===== src/rtl/psram_seq_pkg.sv =====
package psram_seq_pkg;

  typedef enum logic [3:0] {
    ST_IDLE, ST_EXITQ, ST_ID1, ST_ID2, ST_RSTEN, ST_RST, ST_ENTQ, ST_DONE, ST_FAIL
  } step_t;

  localparam logic [7:0] OP_EXIT_QUAD  = 8'hF5;
  localparam logic [7:0] OP_READ_ID    = 8'h9F;
  localparam logic [7:0] OP_RESET_EN   = 8'h66;
  localparam logic [7:0] OP_RESET      = 8'h99;
  localparam logic [7:0] OP_ENTER_QUAD = 8'h35;
  localparam logic [7:0] SIGNATURE     = 8'h5D;
  localparam logic [7:0] EXT_SPECIAL64 = 8'h26;

  // Signature byte sits in bits [15:8] of the captured identification.
  function automatic logic id_ok(input logic [23:0] id);
    return id[15:8] == SIGNATURE;
  endfunction

  // Capacity code from the extended byte: field [7:5], with one override.
  function automatic logic [1:0] cap_decode(input logic [7:0] ext);
    if (ext == EXT_SPECIAL64) return 2'd2;
    case (ext[7:5])
      3'b000:  return 2'd0;
      3'b001:  return 2'd1;
      3'b010:  return 2'd2;
      default: return 2'd3;
    endcase
  endfunction

  function automatic logic frame_step(input step_t s);
    return s inside {ST_EXITQ, ST_ID1, ST_ID2, ST_RSTEN, ST_RST, ST_ENTQ};
  endfunction

endpackage


===== src/rtl/psram_frame_engine.sv =====
module psram_frame_engine #(
  parameter int ADDR_BITS = 24,
  parameter int RX_BITS   = 24,
  parameter int GAP_CYC   = 4
) (
  input  logic               clk,
  input  logic               rst_n,
  input  logic               go,
  input  logic               quad,
  input  logic [7:0]         opcode,
  input  logic               use_addr,
  input  logic               use_rx,
  input  logic [3:0]         sio_in,
  output logic               frame_end,
  output logic [RX_BITS-1:0] rx_word,
  output logic               cs_n,
  output logic               sclk,
  output logic [3:0]         sio_out,
  output logic [3:0]         sio_oe
);
  localparam int BEAT_MAX = 8 + ADDR_BITS + RX_BITS;
  localparam int BW = $clog2(BEAT_MAX + 1);
  localparam int GW = (GAP_CYC > 1) ? $clog2(GAP_CYC) : 1;

  typedef enum logic [1:0] {E_IDLE, E_SHIFT, E_GAP} eng_t;
  eng_t             st;
  logic [BW-1:0]    beat;
  logic             phase;
  logic [GW-1:0]    gap_cnt;
  logic [RX_BITS-1:0] rx_sh;

  logic [BW-1:0] cmd_n, addr_end, tot;
  logic in_cmd, in_addr, in_rx, last_beat;
  logic [2:0] bit_sel;

  always_comb begin
    cmd_n     = quad ? BW'(2) : BW'(8);
    addr_end  = cmd_n + (use_addr ? BW'(ADDR_BITS) : '0);
    tot       = addr_end + (use_rx ? BW'(RX_BITS) : '0);
    in_cmd    = beat < cmd_n;
    in_addr   = !in_cmd && (beat < addr_end);
    in_rx     = beat >= addr_end;
    last_beat = beat == tot - BW'(1);
    bit_sel   = 3'd7 - beat[2:0];
  end

  always_ff @(posedge clk or negedge rst_n) begin
    if (!rst_n) begin
      st <= E_IDLE; beat <= '0; phase <= 1'b0; gap_cnt <= '0; rx_sh <= '0;
    end else begin
      case (st)
        E_IDLE: if (go) begin
          st <= E_SHIFT; beat <= '0; phase <= 1'b0;
        end
        E_SHIFT: begin
          phase <= ~phase;
          if (phase) begin
            if (in_rx) rx_sh <= {rx_sh[RX_BITS-2:0], sio_in[1]};
            if (last_beat) begin
              st <= E_GAP; gap_cnt <= '0;
            end else begin
              beat <= beat + BW'(1);
            end
          end
        end
        E_GAP: begin
          if (gap_cnt == GW'(GAP_CYC - 1)) st <= E_IDLE;
          else gap_cnt <= gap_cnt + GW'(1);
        end
        default: st <= E_IDLE;
      endcase
    end
  end

  assign frame_end = (st == E_GAP) && (gap_cnt == GW'(GAP_CYC - 1));
  assign rx_word   = rx_sh;
  assign cs_n      = (st != E_SHIFT);
  assign sclk      = (st == E_SHIFT) && phase;

  always_comb begin
    sio_out = 4'h0;
    sio_oe  = 4'h0;
    if (st == E_SHIFT) begin
      if (in_cmd && quad) begin
        sio_out = beat[0] ? opcode[3:0] : opcode[7:4];
        sio_oe  = 4'hF;
      end else if (in_cmd) begin
        sio_out = {3'b000, opcode[bit_sel]};
        sio_oe  = 4'h1;
      end else if (in_addr) begin
        sio_oe  = 4'h1;
      end
    end
  end
endmodule


===== src/rtl/psram_step_ctrl.sv =====
module psram_step_ctrl
  import psram_seq_pkg::*;
(
  input  logic        clk,
  input  logic        rst_n,
  input  logic        start,
  input  logic        frame_end,
  input  logic [23:0] rx_word,
  output logic        go,
  output logic        quad,
  output logic [7:0]  opcode,
  output logic        use_addr,
  output logic        use_rx,
  output logic        done,
  output logic        fail,
  output logic [23:0] id_q
);
  step_t step, nxt;
  logic  id_pass;

  assign id_pass = id_ok(rx_word);

  always_comb begin
    nxt = step;
    if (start && (step inside {ST_IDLE, ST_DONE, ST_FAIL})) begin
      nxt = ST_EXITQ;
    end else if (frame_end) begin
      case (step)
        ST_EXITQ: nxt = ST_ID1;
        ST_ID1:   nxt = id_pass ? ST_RSTEN : ST_ID2;
        ST_ID2:   nxt = id_pass ? ST_RSTEN : ST_FAIL;
        ST_RSTEN: nxt = ST_RST;
        ST_RST:   nxt = ST_ENTQ;
        ST_ENTQ:  nxt = ST_DONE;
        default:  nxt = step;
      endcase
    end
  end

  always_ff @(posedge clk or negedge rst_n) begin
    if (!rst_n) begin
      step <= ST_IDLE; go <= 1'b0; id_q <= '0;
    end else begin
      step <= nxt;
      go   <= (nxt != step) && frame_step(nxt);
      if (frame_end && (step inside {ST_ID1, ST_ID2}) && id_pass) id_q <= rx_word;
    end
  end

  always_comb begin
    quad = 1'b0; use_addr = 1'b0; use_rx = 1'b0; opcode = 8'h00;
    case (step)
      ST_EXITQ: begin opcode = OP_EXIT_QUAD; quad = 1'b1; end
      ST_ID1, ST_ID2: begin opcode = OP_READ_ID; use_addr = 1'b1; use_rx = 1'b1; end
      ST_RSTEN: opcode = OP_RESET_EN;
      ST_RST:   opcode = OP_RESET;
      ST_ENTQ:  opcode = OP_ENTER_QUAD;
      default:  opcode = 8'h00;
    endcase
  end

  assign done = (step == ST_DONE);
  assign fail = (step == ST_FAIL);
endmodule


===== src/rtl/psram_bringup_seq.sv =====
module psram_bringup_seq
  import psram_seq_pkg::*;
#(
  parameter int GAP_CYC = 4
) (
  input  logic       clk,
  input  logic       rst_n,
  input  logic       start,
  input  logic [3:0] sio_in,
  output logic [3:0] sio_out,
  output logic [3:0] sio_oe,
  output logic       cs_n,
  output logic       sclk,
  output logic       done,
  output logic       fail,
  output logic [1:0] cap_code
);
  localparam int ID_BITS = 24;

  logic               go, quad, use_addr, use_rx, frame_end;
  logic [7:0]         opcode;
  logic [ID_BITS-1:0] rx_word, id_q;

  psram_step_ctrl u_ctrl (
    .clk(clk), .rst_n(rst_n), .start(start), .frame_end(frame_end),
    .rx_word(rx_word), .go(go), .quad(quad), .opcode(opcode),
    .use_addr(use_addr), .use_rx(use_rx), .done(done), .fail(fail), .id_q(id_q)
  );

  psram_frame_engine #(.ADDR_BITS(ID_BITS), .RX_BITS(ID_BITS), .GAP_CYC(GAP_CYC)) u_eng (
    .clk(clk), .rst_n(rst_n), .go(go), .quad(quad), .opcode(opcode),
    .use_addr(use_addr), .use_rx(use_rx), .sio_in(sio_in), .frame_end(frame_end),
    .rx_word(rx_word), .cs_n(cs_n), .sclk(sclk), .sio_out(sio_out), .sio_oe(sio_oe)
  );

  assign cap_code = done ? cap_decode(id_q[23:16]) : 2'd0;
endmodule


===== config.mk =====
export PLATFORM = sky130hd
export DESIGN_NAME = psram_bringup_seq
export DESIGN_NICKNAME = d
export VERILOG_FILES = /design/src/rtl/psram_seq_pkg.sv /design/src/rtl/psram_frame_engine.sv /design/src/rtl/psram_step_ctrl.sv /design/src/rtl/psram_bringup_seq.sv
export SDC_FILE = /design/constraint.sdc
export NUM_CORES = 1
export LEC_CHECK = 0
export CORE_MARGIN = 2
export CORE_UTILIZATION = 35
export CTS_BUF_LIST = sky130_fd_sc_hd__clkbuf_4 sky130_fd_sc_hd__clkbuf_8
export DETAILED_ROUTE_END_ITERATION = 10
export PLACE_DENSITY = 0.65
export SYNTH_ARGS = -nofsm -noshare
export SYNTH_HDL_FRONTEND = slang
export SYNTH_SLANG_ARGS = --single-unit

===== constraint.sdc =====
create_clock -name clk -period 3.52 [get_ports clk]
set_input_delay 0.352 -clock clk [delete_from_list [all_inputs] [get_ports clk]]
set_output_delay 0.352 -clock clk [all_outputs]
set_load 0.05 [all_outputs]

Word-level counts from Yosys, hierarchy flattened

Cells that the tools add are included.

Register bits: 64
Output and inout port bits: 14

Add/subtract/negate cells: 6
Order comparisons: 4
Equality and inequality tests: 30
Multiplexer cells: 40
Bitwise gates (word level): 1
Reduce and logical (&&, ||, !) cells: 23

Operators with widths:

| kind                                                                     | number |
|---|---|
| 4-bit two-way mux                                                        | 10 |
| 8-bit case mux with 5 select lines                                       | 1 |
| 4-bit by 3-bit == test with 1-bit output (second input constant)         | 7 |
| 4-bit case mux with 6 select lines                                       | 1 |
| 2-bit two-way mux                                                        | 10 |
| 6-bit two-way mux                                                        | 3 |
| 4-bit by 2-bit == test with 1-bit output (second input constant)         | 4 |
| 6-bit adder                                                              | 2 |
| 6-bit < comparator                                                       | 2 |
| 2-bit case mux with 3 select lines                                       | 2 |
| 6-bit case mux with 2 select lines                                       | 1 |
| 4-bit AND reduction                                                      | 3 |
| 4-bit by 1-bit == test with 1-bit output (second input constant)         | 2 |
| 8-bit by 6-bit == test with 1-bit output (second input constant)         | 1 |
| 8-bit by 7-bit == test with 1-bit output (second input constant)         | 1 |
| 1-bit logical AND                                                        | 8 |
| 2-bit by 1-bit inequality test with 1-bit output (second input constant) | 4 |
| 1-bit two-way mux                                                        | 7 |
| 6-bit by 1-bit adder with 6-bit output (second input constant)           | 1 |
| 6-bit == test                                                            | 1 |
| 6-bit >= comparator                                                      | 1 |
| 2-bit inequality test (second input constant)                            | 3 |
| 2-bit nonzero test                                                       | 3 |
| 6-bit nonzero test                                                       | 1 |
| other kinds (24)                                                         | 25 |

Depth between registers and ports, before layout

Gate-level depths: netlist (run 1).

Word-level depth: 11
Gate-level depth with buffers: 12
Mapped depth without buffers: 10

Hierarchy

From an unflattened synthesis (run 1), not the netlist that was laid out.

Cell total of the unflattened synthesis: 297
Area total of the unflattened synthesis: 3373.2 um^2

Modules (own cells, without submodules):

| module             | instances | cells each | area each (um^2) | sequential area each (um^2) |
|---|---|---|---|---|
| psram_frame_engine | 1         | 175        | 1971.9           | 875.8 |
| psram_step_ctrl    | 1         | 115        | 1350.0           | 725.7 |
| psram_bringup_seq  | 1         | 7          | 51.3             | 0.0 |

Least setup slack after synthesis (run 1)

No wires, ideal clock.

Path kind: register to output
Start: register u_ctrl.step[1]
End: output sio_oe[2]
Arrival: 2.915 ns
Data required time: 3.168 ns
Path slack: 0.253 ns
Cell stages (with the launch flop): 10
Cell sequence: dfrtp_1 > buf_6 > nor2_4 > nand3_4 > clkinv_2 > ha_1 > nand2b_1 > a211o_1 > nor3_1 > buf_4

Longest elaborated chain between the ends: 7

RTL lines:

| item                                         | line                     | source |
|---|---|---|
| start, declared                              | psram_step_ctrl.sv:18    | `step_t step, nxt;` |
| start signal, assigned                       | psram_step_ctrl.sv:44    | `step <= nxt;` |
| 4-bit by 1-bit == test with 1-bit output (*) | psram_step_ctrl.sv:52    | `case (step)` |
| 1-bit two-way mux (*)                        | psram_step_ctrl.sv:52    |  |
| 4-bit two-way mux                            | psram_frame_engine.sv:37 | `cmd_n = quad ? BW'(2) : BW'(8);` |
| 6-bit < comparator                           | psram_frame_engine.sv:40 | `in_cmd = beat < cmd_n;` |
| 1-bit logical AND (*)                        | psram_frame_engine.sv:84 | `if (in_cmd && quad) begin` |
| 4-bit two-way mux (*)                        | psram_frame_engine.sv:84 |  |
| 4-bit two-way mux (*)                        | psram_frame_engine.sv:83 | `if (st == E_SHIFT) begin` |
| end, declared                                | psram_bringup_seq.sv:11  | `output logic [3:0] sio_oe,` |

Mark *: on every way between the ends. The rest lies on a longest branch, timed or not.

Final worst setup path (run 1)

Start: register u_ctrl.step[1]
End: output sio_oe[3]

Same word-level chain as after synthesis.

==> summary.md, run 1 <==
| Metric | Value |
|---|---|
| H-tree depth | `2` |
| Pwr Total | `907.5 uW` |
| Synth Instances | `238` |
| Pwr dens | `309.5 nW/um2` |
| Cell Area, Synth | `2591 um2` |
| Final standard cell utilization of the core | `0.4063` |
| Final cycle utilization of the critical path | `0.9431` |
| Last weighted congestion value of the routability-driven placer | `0.7997` |
| Root Buffer | `clkbuf_8` |
| Slew Limit Headroom | `0.2847` |
| Proportion of synthesized chip area in sequential cells | `0.4635` |
| Async S/R FF share, synth | `1.000` |
| Result of the run | `finished clean` |
| CP Depth | `8` |
| Count of different cell masters after synthesis | `55` |
| Worst Setup End Kind | `output pin` |
| Fraction of layout instances using a drive strength above 1 | `0.2283` |
| Slowest cell delay on critical path | `870 ps` |
| Drt pass-1 iters | `4` |
| Area delta synth->final | `13.13%` |
| Pin count of the biggest net entering global routing | `49` |
| Worst-Margin Slew | `1073 ps` |
| Area post-placement | `2833 um2` |
| TritonCTS clock tree | `built` |
| Latest clock arrival within the worst-skew pair | `300 ps` |
| Maximum ir drop on the vdd rail | `284.8 uV` |
| Highest-delay cell along the critical path | `clkdlybuf4s50_1` |
| PortBufs | `17` |
| Via count of the first global-routing pass | `1816` |
| Grt ovf | `0` |
| Core area | `7214 um2` |
| Cell with the most instances after synthesis | `dfrtp_1` |
| Net count after synthesis | `254` |
| Hold-fix buffers, CTS | `0` |
| CP top delay family | `buffers and inverters` |
| Horizontal die dimension | `90.05 um` |
| Worst Hold Class | `in -> async` |
| Path depth of the worst reg2reg path | `9` |
| Final-stage net count | `269` |
| TritonCTS Buffers | `5` |
| Hold Vio Cnt, Final | `0` |
| Primary flip-flop cell chosen by synthesis mapping | `dfrtp_1` |
| FF+latch area | `1201 um2` |
| Max Slew Vio Count | `0` |
| All-Layer GR Usage | `0.1240` |
| Clock skew after layout | `6.413 ps` |
| Synth Warn # | `0` |
| First-pass GRT wire length | `8.328 mm` |
| Type of element launching the critical path | `flip-flop` |
| Period minus WS final | `3320 ps` |
| Setup Total Neg Slack | `0 ps` |
| Biggest area contributors in the synthesized netlist | `dfrtp_1 46%, mux2_2 14%, ha_1 4.3%` |
| Unrepaired setup endpoints after global routing | `false` |
| Post-CTS setup buffer count | `0` |
| Largest area contributor in the netlist | `dfrtp_1` |
| Number of sinks driven by the clock tree | `48` |
| Sum of buffers and inverters on the critical path | `2` |
| Post-detailed-placement half-perimeter wirelength | `3.393 mm` |
| Worst hold slack | `248.0 ps` |
| Starting Density | `0.3592` |
| Max FO, Critical Path | `10` |
| Via count | `1805` |
| Cell-by-cell trace of the critical path | `nor2_4 > nand3_4 > clkinv_2 > ha_1 > nand2b_1 > a211o_1 > nor3_1 > clkdlybuf4s50_1` |
| Register bit total from synthesis | `48` |
| Max cap viols | `0` |
| Ports | `21` |
| Clock buffer depth | `2` |
| Area share of the leading cell type in the synthesized netlist | `0.4635` |
| Vias per Instance | `5.113` |
| DRT Wirelength | `4.852 mm` |
| Vertical die dimension | `90.05 um` |
| Arrival time worst endpoint | `2970 ps` |
| Total inserted antenna cells | `0` |
| Filler cell count | `732` |
| Drt first-iter violations | `109` |
| Multi-input logic area | `1265 um2` |
| Die footprint | `8108 um2` |
| Clock slew seen by the registers of the worst setup and hold paths | `80 ps` |
| Final setup violating endpoints | `0` |
| Gates resized, CTS repair | `0` |
| Crit Path Category | `reg -> out` |
| Leak Pwr | `1.360 nW` |
| Mean routed wirelength per cell | `13.75 um` |
| Number of cell rows | `31` |
| Max Clock Freq | `301.2 MHz` |
| Number of antenna violations at the first check in global routing | `0` |
| Critical Path RT | `3170 ps` |
| Leading cell types by count after synthesis | `48 x dfrtp_1, 32 x mux2_2, 15 x nor2_1` |
| DRT antenna net count | `0` |
| Avg Cell Area, Syn | `10.89 um2` |
| Post-Layout Inst Area | `2932 um2` |
| DRC violations left | `0` |
| EDFF count, synth | `0` |
-- layout make-up --
cell class | instances | area share
clock buffers | 6 | 0.02817
repair buffers | 22 | 0.06914
clock inverters | 2 | 0.004695
inverters | 11 | 0.01451
multi-input cells | 165 | 0.4315
flip-flops and latches | 48 | 0.4097
well taps | 99 | 0.04225
-- final timing paths --
path / start / end / slack [ps]
min in group clk: u_eng.gap_cnt[0] / u_eng.gap_cnt[0] / 490
worst min-delay path: rst_n / u_ctrl.step[0] / 250
worst min register to register: u_eng.gap_cnt[0] / u_eng.gap_cnt[0] / 490
max in group asynchronous: rst_n / u_eng.rx_word[16] / 2610
worst max register to register: u_ctrl.step[1] / u_eng.rx_word[14] / 770
worst max-delay path: u_ctrl.step[1] / sio_oe[3] / 200
-- placed cells by master, fill, tap and decap left out, drive strengths merged, types with 4 or more instances in the layout --
cell / Yosys / routed
a21oi: 13 / 13
buf: 9 / 7
clkbuf: 5 / 6
clkdlybuf4s50: 0 / 14
dfrtp: 48 / 48
ha: 9 / 9
inv: 10 / 11
mux2: 32 / 32
nand2: 14 / 14
nand3: 8 / 8
nand4: 6 / 6
nor2: 17 / 17
nor3: 4 / 4
o21ai: 6 / 6
-- worst register-to-register path, cell delays in order, from the launching register on --
cell	delay (ps)
dfrtp_1	550
nor3b_2	350
ha_1	290
inv_1	50
ha_1	230
and4b_1	170
and3_1	180
o21ai_2	110
buf_4	310
mux2_2	390
-- power breakdown --
group / switching (mW) / internal [mW] / total, mW
clock network: 0.181 / 0.161 / 0.342
registers: 0.000253 / 0.551 / 0.552
logic: 0.0115 / 0.00281 / 0.0143
-- per-stage QoR --
step,worst slack (ps),std cells
detailed placement,474.8,345
global placement,488.0,345
floorplan,252.7,238
global route,34.65,353
finish,200.3,353
CTS,123.5,353
-- registers in the layout, indices dropped and copies added, names as in the netlist --
register / count
u_eng.gap_cnt: 2
u_ctrl.id_q: 8
u_eng.beat: 6
u_ctrl.step: 4
u_eng.st: 2
u_eng.phase: 1
u_eng.rx_word: 24
u_ctrl.go: 1
-- cells by family (layout without fill, tap and decap cells) --
| logic type | count (synthesis) | count (layout) | synth area share |
|---|---|---|---|
| DFF | 48 | 48 | 0.4635 |
| AOI/OAI and AO/OA | 43 | 43 | 0.1135 |
| and+or+nand+nor | 73 | 73 | 0.1637 |
| buffers and inverters | 25 | 41 | 0.04828 |
| adders and majority gates | 9 | 9 | 0.04346 |
| xor gates and xnor gates | 5 | 5 | 0.01690 |
| muxes | 35 | 35 | 0.1507 |
-- per-layer routing --
metal	vias up	track usage	wire length, um
li1	891	-	-
met1	883	0.1547	2282
met2	25	0.2162	2362
met3	6	0.02766	153
met4	0	0.03462	53
met5	-	0	0
Note: power is estimated with default switching activity, not from simulation.
==> inputs of run 2 (changes only) <==
clock period = 3.3 ns   (was 3.52 ns; I/O delays follow)
==> run 2 against run 1 <==
Net effect:
- register-to-register slack worse by 240 ps
- power is 7.4% higher
- routed wire length is 2.1% lower
- setup slack worse by 61 ps
- first-iteration DRC count is 7.3% lower
==> summary.md, run 2 (synthesized netlist as in run 1, its figures left out) <==
| Metric | Value |
|---|---|
| Number of flip-flops in the largest register | `24` |
| Most used cells in the layout excluding fill and tap cells | `48 x dfrtp_1, 32 x mux2_2, 15 x nor2_1` |
| Die footprint | `8108 um2` |
| DRT antenna net count | `0` |
| Fraction of layout instances using a drive strength above 1 | `0.2500` |
| Portion of total power attributed to sequential cells | `0.604` |
| Via count | `1806` |
| Worst Setup End Kind | `output pin` |
| Drt first-iter violations | `101` |
| Via count of the first global-routing pass | `1767` |
| Hold Vio Cnt, Final | `0` |
| PortBufs | `17` |
| Hold-fix buffers, CTS | `0` |
| Final setup violating endpoints | `0` |
| Setup Total Neg Slack | `0 ps` |
| Max FO, Critical Path | `10` |
| Max Slew Vio Count | `0` |
| Vias per Instance | `5.087` |
| Number of antenna violations at the first check in global routing | `0` |
| Crit Path Category | `reg -> out` |
| Area delta synth->final | `13.47%` |
| Number of cell rows | `31` |
| Starting Density | `0.3592` |
| Most common cell after layout, fill and taps aside | `dfrtp_1` |
| Leak Pwr | `1.387 nW` |
| P_sw | `212.9 uW` |
| Switching share of power | `0.2184` |
| All-Layer GR Usage | `0.1212` |
| Arrival time worst endpoint | `2830 ps` |
| Max Clock Freq | `316.4 MHz` |
| Pwr dens | `331.4 nW/um2` |
| Type of element launching the critical path | `flip-flop` |
| Area post-placement | `2838 um2` |
| TritonCTS clock tree | `built` |
| H-tree depth | `2` |
| Post-detailed-placement half-perimeter wirelength | `3.439 mm` |
| Mean routed wirelength per cell | `13.38 um` |
| Grt ovf | `0` |
| Critical Path RT | `2970 ps` |
| Worst-Margin Slew | `600.1 ps` |
| Final cycle utilization of the critical path | `0.9577` |
| Pin count of the biggest net entering global routing | `27` |
| Internal power consumption | `761.7 uW` |
| Combinational cell fraction of total power | `0.016` |
| Post-CTS setup buffer count | `0` |
| Clock buffer depth | `2` |
| Clock Power Share | `0.380` |
| First-pass GRT wire length | `8.086 mm` |
| Slew Limit Headroom | `0.6000` |
| Period minus WS final | `3161 ps` |
| Result of the run | `finished clean` |
| Worst Hold Class | `in -> async` |
| DRC violations left | `0` |
| Ports | `21` |
| Vertical die dimension | `90.05 um` |
| Last weighted congestion value of the routability-driven placer | `0.8717` |
| Core area | `7214 um2` |
| Gates resized, CTS repair | `0` |
| Max cap viols | `0` |
| Horizontal die dimension | `90.05 um` |
| Final-stage net count | `271` |
| Final standard cell utilization of the core | `0.4076` |
| Clock skew after layout | `3.269 ps` |
| Post-Layout Inst Area | `2940 um2` |
| DRT Wirelength | `4.751 mm` |
| Total inserted antenna cells | `0` |
| TritonCTS Buffers | `5` |
| Filler cell count | `738` |
| Maximum ir drop on the vdd rail | `230.2 uV` |
| Number of sinks driven by the clock tree | `48` |
| Latest clock arrival within the worst-skew pair | `300 ps` |
| Drt pass-1 iters | `4` |
| Root Buffer | `clkbuf_8` |
| Clock slew seen by the registers of the worst setup and hold paths | `90 ps` |
| Unrepaired setup endpoints after global routing | `false` |
run 2: cell types whose count changed in the layout (fill, tap and decap cells not counted):
| cell | previous run | this run |
|---|---|---|
| dlymetal6s2s_1 | 1 | 2 |
| clkinvlp_4 | 0 | 2 |
| buf_4 | 6 | 12 |
| clkdlybuf4s50_1 | 14 | 9 |
| inv_6 | 1 | 0 |
| clkinv_2 | 2 | 1 |
run 2: per-stage QoR:
step / std cells / power [mW] / setup WS (ps) / hold slack, ps
after CTS: 355 / 0.9885 / 73.19 / 57.20
after floorplan: 238 / 0.6009 / 54.72 / 34.41
after detailed placement: 347 / 0.6175 / 416.2 / 386.2
final: 355 / 0.9746 / 139.5 / 23.55
after global placement: 347 / 0.6173 / 455.4 / 379.5
after global routing: 355 / 1.022 / 3.460 / 57.03
run 2: path summary, 6_finish.rpt:
check	slack, ps	cells after the start	endpoint	start
max	140	8	sio_out[2]	u_ctrl.step[1]
min in group clk	510	1	u_eng.gap_cnt[0]	u_eng.gap_cnt[0]
max reg2reg	530	9	u_eng.rx_word[18]	u_ctrl.step[1]
min	20	1	u_ctrl.step[0]	rst_n
min reg2reg	510	1	u_eng.gap_cnt[0]	u_eng.gap_cnt[0]
max in group asynchronous	2560	2	u_eng.rx_word[21]	rst_n
run 2: power by group through the flow:
stage	Sequential, mW	Combinational [mW]	Clock (mW)
floorplan	0.600	0.000599	0
global placement	0.600	0.0172	0
detailed placement	0.600	0.0173	0
CTS	0.589	0.0173	0.383
global route	0.589	0.0188	0.414
finish	0.588	0.0159	0.370
run 2: routing by layer:
layer | part of all wire | GRT usage | up-vias
met1 | 0.46 | 0.1535 | 875
li1 | - | - | 895
met4 | 0.0057 | 0.01923 | 0
met3 | 0.036 | 0.03353 | 5
met5 | 0 | 0 | -
met2 | 0.49 | 0.2105 | 31
run 2: area by class of cell:
type | instances | area, um2 | area share
clock inverters | 2 | 15.01 | 0.005106
repair buffers | 24 | 210.2 | 0.07149
inverters | 11 | 42.54 | 0.01447
multi-input cells | 165 | 1265 | 0.4302
flip-flops and latches | 48 | 1201 | 0.4085
clock buffers | 6 | 82.58 | 0.02809
well taps | 99 | 123.9 | 0.04213
run 2: critical path, cell delays in order, from the launching register on:
cell	delay [ps]
dfrtp_1	510
nor2_4	220
nand3_4	120
clkinv_2	110
ha_1	140
nand2b_1	70
a211o_1	360
nor3_1	170
clkdlybuf4s50_1	830
==> inputs of run 3 (changes only) <==
CORE_UTILIZATION = 55   (was 35)
HOLD_SLACK_MARGIN = 0.15   (was default)
PLACE_DENSITY = 0.88   (was 0.65)
REMOVE_ABC_BUFFERS = 1   (was default)
==> run 3 against run 2 <==
Net effect:
- first-iteration DRC count increased by 92%
- clock skew increased by 8.7 ps
- hold slack improved by 170 ps
- via count increased by 0.11%
- fmax increased by 0.35%
- setup slack improved by 11 ps
- sequential power about the same
- register-to-register slack got worse by 20 ps
- largest cell class unchanged
- flip-flop and latch count unchanged
- highest routed layer unchanged
- routed wire length decreased by 4.6%
==> summary.md, run 3 (synthesized netlist as in run 1, its figures left out) <==
| Metric | Value |
|---|---|
| Result of the run | `finished clean` |
| Worst Setup End Kind | `output pin` |
| Via count | `1808` |
| Type of element launching the critical path | `flip-flop` |
| Final-stage net count | `269` |
| DRT antenna net count | `0` |
| Clock skew after layout | `11.97 ps` |
| DRC violations left | `0` |
| Last weighted congestion value of the routability-driven placer | `0.8564` |
| Filler cell count | `359` |
| Worst Hold Class | `in -> async` |
| Slack of the worst reg-to-reg path | `510 ps` |
| Period minus WS final | `3150 ps` |
| Gates resized, CTS repair | `0` |
| Critical Path RT | `2970 ps` |
| Non-Filler Instances | `306` |
| Horizontal die dimension | `72.64 um` |
| Latest clock arrival within the worst-skew pair | `300 ps` |
| Grt ovf | `0` |
| Max FO, Critical Path | `6` |
| PortBufs | `17` |
| Clock slew seen by the registers of the worst setup and hold paths | `100 ps` |
| Drt first-iter violations | `194` |
| Clock buffer depth | `2` |
| Vias per Instance | `5.908` |
| Number of antenna violations at the first check in global routing | `0` |
| Post-detailed-placement half-perimeter wirelength | `3.206 mm` |
| Most used cells in the layout excluding fill and tap cells | `48 x dfrtp_1, 32 x mux2_2, 15 x nor2_1` |
| FF+latch area | `1201 um2` |
| Ports | `21` |
| Unrepaired setup endpoints after global routing | `false` |
| Vertical die dimension | `72.64 um` |
| Hold Vio Cnt, Final | `0` |
| CP top delay family | `buffers and inverters` |
| Cell-by-cell trace of the critical path | `inv_1 > nand3_4 > clkinv_2 > ha_1 > a211o_1 > nor3_1 > clkdlybuf4s50_1` |
| Root Buffer | `clkbuf_8` |
| Max Slew Vio Count | `0` |
| Final cycle utilization of the critical path | `0.9544` |
| Arrival time worst endpoint | `2820 ps` |
| Starting Density | `0.5831` |
| DRT Wirelength | `4.533 mm` |
| H-tree depth | `2` |
| Area delta synth->final | `11.30%` |
| Final standard cell utilization of the core | `0.6489` |
| TritonCTS clock tree | `built` |
| Via count of the first global-routing pass | `1753` |
| Post-CTS setup buffer count | `0` |
| Multi-input logic area | `1265 um2` |
| Hold-fix buffers, CTS | `0` |
| Total inserted antenna cells | `0` |
| Setup WS post-layout | `150.3 ps` |
| All-Layer GR Usage | `0.1911` |
| Number of flip-flops in the largest register | `24` |
| Maximum ir drop on the vdd rail | `406.9 uV` |
| Core area | `4444 um2` |
| Leak Pwr | `1.390 nW` |
| Slew Limit Headroom | `0.3218` |
| Pre-CTS setup slack | `475.6 ps` |
| Fraction of layout instances using a drive strength above 1 | `0.2441` |
| Slowest cell delay on critical path | `830 ps` |
| TritonCTS Buffers | `5` |
| Instance count after placement with tap cells included | `298` |
| Pwr dens | `357.9 nW/um2` |
| Number of sinks driven by the clock tree | `48` |
| Worst-Margin Slew | `1017 ps` |
| Worst hold slack | `194.2 ps` |
| Max cap viols | `0` |
| Most common cell after layout, fill and taps aside | `dfrtp_1` |
| Mean routed wirelength per cell | `14.81 um` |
| Drt pass-1 iters | `4` |
| Pin count of the biggest net entering global routing | `49` |
| Crit Path Category | `reg -> out` |
| Final setup violating endpoints | `0` |
| Die footprint | `5277 um2` |
| Sum of buffers and inverters on the critical path | `3` |
| Number of cell rows | `24` |
| First-pass GRT wire length | `7.859 mm` |
| Max Clock Freq | `317.5 MHz` |
| Highest-delay cell along the critical path | `clkdlybuf4s50_1` |
==> run 3: path summary, 6_finish.rpt <==
check	startpoint	endpoint	cells after the start
min	rst_n	u_ctrl.id_q[17]	1
max reg2reg	u_ctrl.step[1]	u_eng.rx_word[8]	10
min reg2reg	u_eng.gap_cnt[0]	u_eng.gap_cnt[0]	1
max in group asynchronous	rst_n	u_eng.beat[4]	1
max	u_ctrl.step[3]	sio_out[2]	7
min in group clk	u_eng.gap_cnt[0]	u_eng.gap_cnt[0]	1
==> run 3: cell type report <==
type                    count  area share
inverters                  11     0.01475
repair buffers             22     0.06768
flip-flops and latches     48      0.4165
clock inverters             3     0.01605
clock buffers               5     0.02386
well taps                  52     0.02256
multi-input cells         165      0.4386
==> run 3: per-layer routing <==
metal / global-route usage / part of all wire / wire (um) / vias up
met5: 0 / 0 / 0 / -
met4: 0.05967 / 0.011 / 50 / 0
met3: 0.04696 / 0.037 / 169 / 5
met2: 0.3232 / 0.49 / 2210 / 35
met1: 0.2423 / 0.46 / 2103 / 880
li1: - / - / - / 888
==> run 3: where the power goes <==
group | internal [mW] | total (mW) | switching [mW]
registers | 0.588 | 0.589 | 0.000339
logic | 0.00301 | 0.0149 | 0.0119
clock network | 0.228 | 0.429 | 0.200
==> run 3: through the flow <==
| step | power (mW) | area [um2] | setup TNS, ps |
|---|---|---|---|
| final | 1.032 | 2884 | 0 |
| after global routing | 1.076 | 2884 | 0 |
| after CTS | 1.047 | 2879 | 0 |
| after detailed placement | 0.6161 | 2764 | 0 |
| after global placement | 0.6158 | 2764 | 0 |
| after floorplan | 0.6009 | 2509 | -4656 |
